### config.mk
export PLATFORM = sky130hd
export DESIGN_NAME = irq_dest_gen
export DESIGN_NICKNAME = d
export VERILOG_FILES = /design/src/rtl/irq_dest_pkg.sv /design/src/rtl/irq_dest_phys.sv /design/src/rtl/irq_dest_logical.sv /design/src/rtl/irq_dest_gen.sv
export SDC_FILE = /design/constraint.sdc
export NUM_CORES = 1
export LEC_CHECK = 0
export BUFFER_PORTS_ARGS = -buffer_cell sky130_fd_sc_hd__buf_2
export CORE_AREA = 2 2 175 177
export DETAILED_ROUTE_END_ITERATION = 10
export DIE_AREA = 0 0 177 179
export SLEW_MARGIN = 20
export SYNTH_ARGS = -nofsm -noshare
export SYNTH_HDL_FRONTEND = slang
export SYNTH_SLANG_ARGS = --single-unit
### constraint.sdc
create_clock -name clk -period 1.1 [get_ports clk]
set_clock_uncertainty 0.15 [all_clocks]
set_input_delay 0.11 -clock clk [delete_from_list [all_inputs] [get_ports clk]]
set_output_delay 0.11 -clock clk [all_outputs]
set_load 0.01 [all_outputs]
### src/rtl/irq_dest_pkg.sv
package irq_dest_pkg;

    localparam int DEST_W    = 32;
    localparam int SHORT_W   = 8;
    localparam int HALF_W    = DEST_W / 2;
    localparam int NIBBLE_W  = 4;

    localparam logic [DEST_W-1:0] DEST_ALL_ONES = '1;
    localparam logic [DEST_W-1:0] DEST_SHORT_BC = DEST_W'(8'hFF);
    localparam logic [NIBBLE_W-1:0] CLUSTER_ALL = '1;

    // Extended logical ID: cluster = full_id >> 4 in the upper half,
    // one-hot member bit from full_id[3:0] in the lower half.
    function automatic logic [DEST_W-1:0] ext_logical_id(input logic [DEST_W-1:0] full_id);
        logic [HALF_W-1:0] member;
        member = '0;
        member[full_id[NIBBLE_W-1:0]] = 1'b1;
        return {full_id[HALF_W+NIBBLE_W-1:NIBBLE_W], member};
    endfunction

endpackage

### src/rtl/irq_dest_phys.sv
module irq_dest_phys
    import irq_dest_pkg::*;
(
    input  logic [DEST_W-1:0]  dest,
    input  logic               ext_mode,
    input  logic [DEST_W-1:0]  full_id,
    input  logic [SHORT_W-1:0] short_id,
    output logic               hit
);
    logic all_bc;
    logic short_bc;
    logic ext_hit;
    logic cmp_hit;

    always_comb begin
        all_bc   = (dest == DEST_ALL_ONES);
        short_bc = (dest == DEST_SHORT_BC);
        ext_hit  = (full_id == dest);
        cmp_hit  = (short_id == dest[SHORT_W-1:0]) || short_bc;
        hit      = all_bc || (ext_mode ? ext_hit : cmp_hit);
    end
endmodule

### src/rtl/irq_dest_logical.sv
module irq_dest_logical
    import irq_dest_pkg::*;
(
    input  logic [DEST_W-1:0]  dest,
    input  logic               ext_mode,
    input  logic               cluster_model,
    input  logic [DEST_W-1:0]  full_id,
    input  logic [SHORT_W-1:0] logical_id,
    output logic               hit
);
    logic [DEST_W-1:0]   xldr;
    logic [SHORT_W-1:0]  d8;
    logic                ext_hit;
    logic                flat_hit;
    logic                clus_sel;
    logic                clus_hit;

    always_comb begin
        xldr     = ext_logical_id(full_id);
        ext_hit  = (dest == DEST_ALL_ONES) ||
                   ((dest[DEST_W-1:HALF_W] == xldr[DEST_W-1:HALF_W]) &&
                    (|(dest[HALF_W-1:0] & xldr[HALF_W-1:0])));
        d8       = dest[SHORT_W-1:0];
        flat_hit = |(d8 & logical_id);
        clus_sel = (d8[SHORT_W-1:NIBBLE_W] == CLUSTER_ALL) ||
                   (d8[SHORT_W-1:NIBBLE_W] == logical_id[SHORT_W-1:NIBBLE_W]);
        clus_hit = clus_sel && (|(d8[NIBBLE_W-1:0] & logical_id[NIBBLE_W-1:0]));
        if (ext_mode)
            hit = ext_hit;
        else if (cluster_model)
            hit = clus_hit;
        else
            hit = flat_hit;
    end
endmodule

### src/rtl/irq_dest_gen.sv
module irq_dest_gen
    import irq_dest_pkg::*;
#(
    parameter int NUM_AGENTS = 8
) (
    input  logic                          clk,
    input  logic                          rst_n,
    input  logic                          req_valid,
    input  logic [DEST_W-1:0]             req_dest,
    input  logic                          req_logical,
    input  logic [NUM_AGENTS-1:0]         agent_valid,
    input  logic [NUM_AGENTS-1:0]         agent_ext,
    input  logic [NUM_AGENTS-1:0]         agent_cluster,
    input  logic [NUM_AGENTS*DEST_W-1:0]  agent_full_id,
    input  logic [NUM_AGENTS*SHORT_W-1:0] agent_short_id,
    input  logic [NUM_AGENTS*SHORT_W-1:0] agent_logical_id,
    output logic                          mask_valid,
    output logic [NUM_AGENTS-1:0]         mask
);
    typedef struct packed {
        logic                  vld;
        logic [NUM_AGENTS-1:0] sel;
    } state_t;

    state_t st_d, st_q;

    logic [NUM_AGENTS-1:0] phys_hit;
    logic [NUM_AGENTS-1:0] log_hit;
    logic [NUM_AGENTS-1:0] hit_all;

    for (genvar i = 0; i < NUM_AGENTS; i++) begin : g_agent
        irq_dest_phys u_phys (
            .dest     (req_dest),
            .ext_mode (agent_ext[i]),
            .full_id  (agent_full_id[i*DEST_W +: DEST_W]),
            .short_id (agent_short_id[i*SHORT_W +: SHORT_W]),
            .hit      (phys_hit[i])
        );

        irq_dest_logical u_log (
            .dest          (req_dest),
            .ext_mode      (agent_ext[i]),
            .cluster_model (agent_cluster[i]),
            .full_id       (agent_full_id[i*DEST_W +: DEST_W]),
            .logical_id    (agent_logical_id[i*SHORT_W +: SHORT_W]),
            .hit           (log_hit[i])
        );

        assign hit_all[i] = agent_valid[i] & (req_logical ? log_hit[i] : phys_hit[i]);

        AST_INVALID_SLOT: assert property (@(posedge clk) disable iff (!rst_n)
            (req_valid && !agent_valid[i]) |=> !mask[i]);

        AST_PHYS_EXT_EQ: assert property (@(posedge clk) disable iff (!rst_n)
            (req_valid && !req_logical && agent_valid[i] && agent_ext[i] &&
             req_dest == agent_full_id[i*DEST_W +: DEST_W]) |=> mask[i]);

        AST_SHORT_BCAST: assert property (@(posedge clk) disable iff (!rst_n)
            (req_valid && !req_logical && agent_valid[i] && !agent_ext[i] &&
             req_dest == DEST_SHORT_BC) |=> mask[i]);

        AST_LOG_BCAST_EXT: assert property (@(posedge clk) disable iff (!rst_n)
            (req_valid && req_logical && agent_valid[i] && agent_ext[i] &&
             req_dest == DEST_ALL_ONES) |=> mask[i]);
    end

    always_comb begin
        st_d     = '0;
        st_d.vld = req_valid;
        if (req_valid)
            st_d.sel = hit_all;
    end

    always_ff @(posedge clk or negedge rst_n) begin
        if (!rst_n)
            st_q <= '0;
        else
            st_q <= st_d;
    end

    assign mask_valid = st_q.vld;
    assign mask       = st_q.sel;

    AST_IDLE_ZERO: assert property (@(posedge clk) disable iff (!rst_n)
        !mask_valid |-> (mask == '0));

    AST_STROBE: assert property (@(posedge clk) disable iff (!rst_n)
        req_valid |=> mask_valid);

    AST_PHYS_BCAST: assert property (@(posedge clk) disable iff (!rst_n)
        (req_valid && !req_logical && req_dest == DEST_ALL_ONES) |=>
        (mask == $past(agent_valid)));

endmodule

==> summary.md, run 1 <==
| Metric | Value |
|---|---|
| Status | finished, violations left |
| Layout area overhead | 66.5% |
| Multi-input logic area | 7690 um^2 |
| Largest net degree at the start of global routing | 18 |
| Leak Pwr | 0.00586 uW |
| Worst Hold Launch | agent_valid[4] |
| Seq/Total Area, Yosys | 2.86% |
| CP Class | input pin to register |
| TritonCTS Buffers | 3 |
| Core area | 30000 um^2 |
| Global-route wire length before repair | 65300 um |
| Buffers on Ports | 452 |
| Max-cap check violation count | 0 |
| I/O pin count | 453 |
| FMAX | 536 MHz |
| WP data arrival | 1.88 ns |
| Crit. Startpoint | req_dest[5] |
| Initial Util | 26.2% |
| Clock buffer depth | 2 |
| Setup TNS | -5.77 ns |
| Share of post-route cells with drive strength above 1 | 52.2% |
| Fin cells | 1955 |
| Seq cells post-synth | 9 |
| Syn Area/Cell | 8.50 um^2 |
| Pwr dens | 484 nW/um^2 |
| Synth unique cells | 42 |
| Hold Violations, Final | 0 |
| All-Layer GR Usage | 28.4% |
| Util after Layout | 43.6% |
| Ys flop type | dfrtp_1 |
| Worst Path Max Fanout | 6 |
| CP startpoint kind | input pin |
| Reg area | 225 um^2 |
| Final net count | 2034 |
| Violated checks | setup timing |
| Worst path required time | 1.12 ns |
| Drt first pass iters | 6 |
| Placed cell count | 1933 |
| Fill cell count | 3085 |
| Min-delay worst type | input pin to register |
| Peak VDD IR | 0.365 mV |
| Met3 routed WL | 2840 um |
| Worst setup path end | mask[4]$_DFF_PN0_ |
| Gate Count Post-Synth | 926 |
| DR vias | 10100 |
| Synth Cell Area | 7870 um^2 |
| Final WS setup | -0.767 ns |
| DP Wirelength | 40700 um |
| DRC Markers | 0 |
| RSZ-0062 raised after global routing | yes |
| Wire per inst | 24.1 um |
| Initial antenna violation count | 4 |
| Die width | 177 um |
| Die area | 31700 um^2 |
| Pin slew with the least headroom to its limit | 0.369 ns |
| Period utilization | 170% |
| Total wire length | 47200 um |
| DR iter-0 viols | 553 |
| CTS Root Cell | clkbuf_16 |
| Routability-driven placement congestion ratio | 0.951 |
| Slew Limit Fails | 0 |
| WL met2 | 23200 um |
| Synthesis warning total | 0 |
| H-tree depth | 1 |
| Commonest cells after routing, fill and taps aside | buf_2 (446), xor2_1 (292), buf_4 (221) |
| Die H | 179 um |
| # setup viols final | 8 |
| Slew margin rel. | 75.2% |
| Crit path capture type | register |
| Syn Nets | 1402 |
| Global route overflow | 0 |
| Max layer used | met5 |
| Post-synth ARST share | 100% |
| Vias per cell | 5.18 |
| TritonCTS clock tree | built |
| Post-DRT Antenna Nets | 0 |
| Post-synth EDFFs | 0 |
| CTS clock-pin slew for the worst setup and hold paths | 0.04 ns |
| Post-layout min period | 1.87 ns |
| Most common cell after layout, fill and taps aside | buf_2 |
| M1 WL | 19200 um |
| # rows | 64 |
| Clock sinks | 9 |
| Vias in the first global route | 10300 |
what timing repair did:
action | CTS | global route
setup buffers | 0 | 17
pin swaps | 12 | 46
setup endpoints to repair | 8 | 8
hold buffers | 1 | 0
gates resized for setup | 30 | 62
endpoints found under the hold margin | 9 | 0
cell families after synthesis:
family | Yosys count | synth area share, %
AND/OR/NAND/NOR | 238 | 18.2
flip-flops | 9 | 2.86
XOR/XNOR | 443 | 49.3
multiplexers | 56 | 12.3
adder cells (fa/ha/maj) | 32 | 5.08
buffers and inverters | 86 | 5.59
AO/OA/AOI/OAI | 62 | 6.63
synth_stat cells (all sizes together) (2+ instances only):
library cell	number	share of area [%]
nand2	17	0.81
nor3	19	1.2
a211o	5	0.56
buf	68	4.7
or4	9	0.86
a21oi	2	0.13
ha	32	5.1
nor4	94	7.9
a21boi	8	0.76
a32oi	13	1.9
a22oi	16	1.5
mux2i	16	2.0
nor2	10	0.48
dfrtp	9	2.9
mux4	32	9.2
mux2	8	1.1
o32a	3	0.38
or3	5	0.40
xnor2	151	17
o21a	5	0.48
a211oi	3	0.29
nand3	13	0.83
nand4	63	5.1
nand2b	3	0.24
xor2	292	32
o21ai	3	0.19
inv	5	0.24
nor2b	3	0.24
clkbuf	13	0.64
power breakdown:
| group | internal (uW) | switching [uW] | total [uW] |
|---|---|---|---|
| clock network | 490 | 216 | 706 |
| registers | 345 | 4.27 | 349 |
| logic | 2650 | 2640 | 5280 |
metrics by stage:
stage | cell area (um^2) | worst slack [ns] | power (uW) | hold slack (ns)
after floorplan | 8100 | -0.720 | 2720 | -0.336
after global placement | 12400 | -1.23 | 5290 | -0.148
after detailed placement | 12400 | -1.23 | 5350 | -0.154
after CTS | 12700 | -0.798 | 6150 | 0.0495
after global routing | 13100 | -0.824 | 6730 | 0.0582
final | 13100 | -0.767 | 6340 | 0.0525
worst max-delay path, cell delays in order:
cell and delay, ns:
buf_8 0.11, buf_12 0.13, ha_1 0.28, or4_1 0.41
a32oi_1 0.24, nor3_2 0.08, or3_1 0.39, a32oi_2 0.15
layout make-up:
cell class	instances	area share [%]
multi-input combinational	831	58.7
timing repair buffer	708	35.0
tap	396	3.78
sequential	9	1.72
clock buffer	4	0.601
inverter	5	0.143
antenna	2	0.0382
sequential cells by signal, indices dropped and copies added (netlist names):
register,count
mask,8
mask_valid,1
routing by layer:
metal | GRT usage (%) | vias up
li1 | - | 4629
met1 | 35.3 | 4944
met2 | 49.7 | 456
met3 | 3.97 | 99
met4 | 10.3 | 4
met5 | 0 | -
how the worst min path moves through the flow:
| stage | end | slack [ns] | depth (start not counted) |
|---|---|---|---|
| 2_1_floorplan | mask[0]$_DFF_PN0_ | -0.34 | 0 |
| 3_3_place_gp | mask[6]$_DFF_PN0_ | -0.15 | 1 |
| 3_5_place_dp | mask[6]$_DFF_PN0_ | -0.15 | 1 |
| 4_1_cts | mask[4]$_DFF_PN0_ | 0.05 | 3 |
| 5_1_grt | mask[4]$_DFF_PN0_ | 0.06 | 3 |
| 6_report | mask[4]$_DFF_PN0_ | 0.05 | 3 |
No activity file was read; power rests on OpenSTA's default activity.
==> inputs of run 2 (changes only) <==
- ABC_AREA: default -> 1
- CORE_AREA: 2 2 175 177 -> default
- CORE_MARGIN: default -> 2
- CORE_UTILIZATION: default -> 30
- DIE_AREA: 0 0 177 179 -> default
- PLACE_DENSITY_LB_ADDON: default -> 0.2
==> summary.md, run 2 <==
| Metric | Value |
|---|---|
| Synth top area share | 24.5% (was 32.5%) |
| CP max-delay cell | nor4_2 (was or4_1) |
| Global-route wire length before repair | 80600 um (was 65300 um) |
| Crit path buffers/inverters | 2 (unchanged) |
| # setup viols final | 8 (unchanged) |
| Hold EP | mask[4]$_DFF_PN0_ (unchanged) |
| Share of post-route cells with drive strength above 1 | 34.4% (was 52.2%) |
| Slew margin rel. | 78.3% (was 75.2%) |
| Final Power | 7020 uW (was 6340 uW) |
| I/O pin count | 453 (unchanged) |
| Setup TNS | -2.52 ns (was -5.77 ns) |
| Vias per cell | 4.97 (was 5.18) |
| Commonest cells post-synth | nand2_1 (631), nor2_1 (285), xnor2_1 (239) (was xor2_1 (292), xnor2_1 (151), nor4_1 (89)) |
| Peak VDD IR | 0.371 mV (was 0.365 mV) |
| Post-layout min period | 1.44 ns (was 1.87 ns) |
| All-Layer GR Usage | 31.7% (was 28.4%) |
| RSZ-0062 raised after global routing | yes (unchanged) |
| Crit path capture type | register (unchanged) |
| CTS Root Cell | clkbuf_16 (unchanged) |
| Clock buffer depth | 2 (unchanged) |
| Slew Limit Fails | 0 (unchanged) |
| Violated checks | setup timing (unchanged) |
| Most common cell after layout, fill and taps aside | nand2_1 (was buf_2) |
| Min-delay worst type | input pin to register (unchanged) |
| Global route overflow | 0 (unchanged) |
| TritonCTS Buffers | 3 (unchanged) |
| Initial antenna violation count | 20 (was 4) |
| Worst hold path stage count | 5 (was 3) |
| Ys flop type | dfrtp_1 (unchanged) |
| CP startpoint kind | input pin (unchanged) |
| Routability-driven placement congestion ratio | 0.940 (was 0.951) |
| Synthesis warning total | 0 (unchanged) |
| Synth unique cells | 29 (was 42) |
| TritonCTS clock tree | built (unchanged) |
| Syn Area/Cell | 5.26 um^2 (was 8.50 um^2) |
| Seq/Total Area, Yosys | 2.32% (was 2.86%) |
| Synth area leader | nand2_1 (was xor2_1) |
| # rows | 65 (was 64) |
| Die area | 33700 um^2 (was 31700 um^2) |
| Worst Path Max Fanout | 8 (was 6) |
| Status | finished, violations left (unchanged) |
| Util after Layout | 47.4% (was 43.6%) |
| DR vias | 14200 (was 10100) |
| Syn Nets | 2318 (was 1402) |
| Commonest cells after routing, fill and taps aside | nand2_1 (612), buf_2 (425), nor2_1 (249) (was buf_2 (446), xor2_1 (292), buf_4 (221)) |
| Wire per inst | 19.5 um (was 24.1 um) |
| Pre-CTS setup slack | -0.881 ns (was -1.23 ns) |
| Clock sinks | 9 (unchanged) |
| CP Class | input pin to register (unchanged) |
| Crit-path most repeated cell | nor2_1 |
| Initial Util | 30.6% (was 26.2%) |
| Post-synth EDFFs | 0 (unchanged) |
| Core area | 31600 um^2 (was 30000 um^2) |
| Layout area overhead | 54.9% (was 66.5%) |
| FMAX | 696 MHz (was 536 MHz) |
| DP Wirelength | 47200 um (was 40700 um) |
| Total wire length | 55700 um (was 47200 um) |
| Post-DRT Antenna Nets | 0 (unchanged) |
| Synth Cell Area | 9690 um^2 (was 7870 um^2) |
| H-tree depth | 1 (unchanged) |
| Worst path required time | 1.07 ns (was 1.12 ns) |
| Drt first pass iters | 5 (was 6) |
| Most numerous cell in the Yosys netlist | nand2_1 (was xor2_1) |
| Post-synth ARST share | 100% (unchanged) |
| Buffers on Ports | 452 (unchanged) |
| Pwr dens | 468 nW/um^2 (was 484 nW/um^2) |
| Seq cells post-synth | 9 (unchanged) |
| DRC Markers | 0 (unchanged) |
| WP data arrival | 1.41 ns (was 1.88 ns) |
| Hold Violations, Final | 0 (unchanged) |
| Max-cap check violation count | 0 (unchanged) |
| Hold Slack | 0.0319 ns (was 0.0525 ns) |
| Die width | 184 um (was 177 um) |
| Vias in the first global route | 13500 (was 10300) |
| Largest net degree at the start of global routing | 18 (unchanged) |
| Gate Count Post-Synth | 1842 (was 926) |
| Critical-path cell list | buf_8 -> buf_12 -> ha_1 -> nor4_2 -> nor2_1 -> nor2_1 -> nand2_1 -> a21oi_2 -> nor2_1 (was buf_8 -> buf_12 -> ha_1 -> or4_1 -> a32oi_1 -> nor3_2 -> or3_1 -> a32oi_2) |
| Die H | 184 um (was 179 um) |
| Largest register FFs | 8 (unchanged) |
| CTS clock-pin slew for the worst setup and hold paths | 0.04 ns (about the same) |
| Cell family contributing the most delay on the critical path | simple AND/OR/NAND/NOR gates (unchanged) |
| DR iter-0 viols | 1106 (was 553) |
| CP max stage delay | 0.29 ns (was 0.41 ns) |
| Dominant cells by area after synthesis | nand2_1 (24%), xnor2_1 (22%), nor2_1 (11%) (was xor2_1 (32%), xnor2_1 (17%), mux4_2 (9.2%)) |
| Leak Pwr | 0.00773 uW (was 0.00586 uW) |
| Final net count | 2920 (was 2034) |
| Pin slew with the least headroom to its limit | 0.325 ns (was 0.369 ns) |
| Period utilization | 131% (was 170%) |
| Worst Hold Launch | agent_valid[4] (unchanged) |
| Fill cell count | 3455 (was 3085) |
| Final WS setup | -0.336 ns (was -0.767 ns) |
run 2: stage by stage:
| step | cells | instance area, um^2 |
|---|---|---|
| after detailed placement | 2799 | 13700 |
| final | 2857 | 15000 |
| after global placement | 2799 | 13700 |
| after CTS | 2835 | 14700 |
| after global routing | 2855 | 15000 |
| after floorplan | 1842 | 10000 |
run 2: cell families after synthesis:
family	synth area share [%]
simple gates	49.9
flops	2.33
buf+inv	13.5
xor+xnor	24.5
compound gates	5.63
fa+ha+maj	4.13
run 2: cell type report:
class	instances	area, um^2	share of cell area, %
Multi-Input combinational cell	1574	8650	57.7
Tap cell	402	503	3.35
Timing Repair Buffer	691	4840	32.3
Antenna cell	12	30.0	0.200
Sequential cell	9	225	1.50
Timing Repair inverter	2	12.5	0.0834
Inverter	163	663	4.42
Clock buffer	4	78.8	0.525
run 2: what timing repair did:
item | CTS | global route
hold buffers | 2 | 0
cloned | 6 | 0
resized for setup | 161 | 58
buffers inserted | 24 | 11
pin swaps | 81 | 34
endpoints found under the setup margin | 8 | 8
hold endpoints to repair | 10 | 0
run 2: how the worst max path moves through the flow:
stage,startpoint,end,slack [ns],cells after the start
after global routing,req_dest[16],mask[6]$_DFF_PN0_,-0.39,10
after global placement,req_dest[29],mask[5]$_DFF_PN0_,-0.89,11
final,req_dest[6],mask[5]$_DFF_PN0_,-0.34,9
after CTS,req_dest[7],mask[4]$_DFF_PN0_,-0.29,8
after floorplan,req_dest[24],mask[5]$_DFF_PN0_,-0.17,11
after detailed placement,req_dest[29],mask[5]$_DFF_PN0_,-0.88,11
run 2: metal layers:
layer | track usage (%) | wire length [um] | vias up
met5 | 0 | 107 | -
met4 | 10.3 | 1870 | 16
met3 | 4.87 | 4520 | 108
met2 | 53.7 | 26200 | 738
met1 | 41.1 | 23000 | 6361
li1 | - | - | 6970
run 2: worst min-delay path: cells and delay by family:
kind | cells | cell delay (ns)
and+or+nand+nor | 3 | 0.14
buffers and inverters | 2 | 0.14
run 2: power by group:
group / internal [uW] / total (uW) / switching (uW)
Clock: 486 / 656 / 170
Sequential: 345 / 353 / 8.07
Combinational: 2810 / 6010 / 3200
Total: 3640 / 7020 / 3380
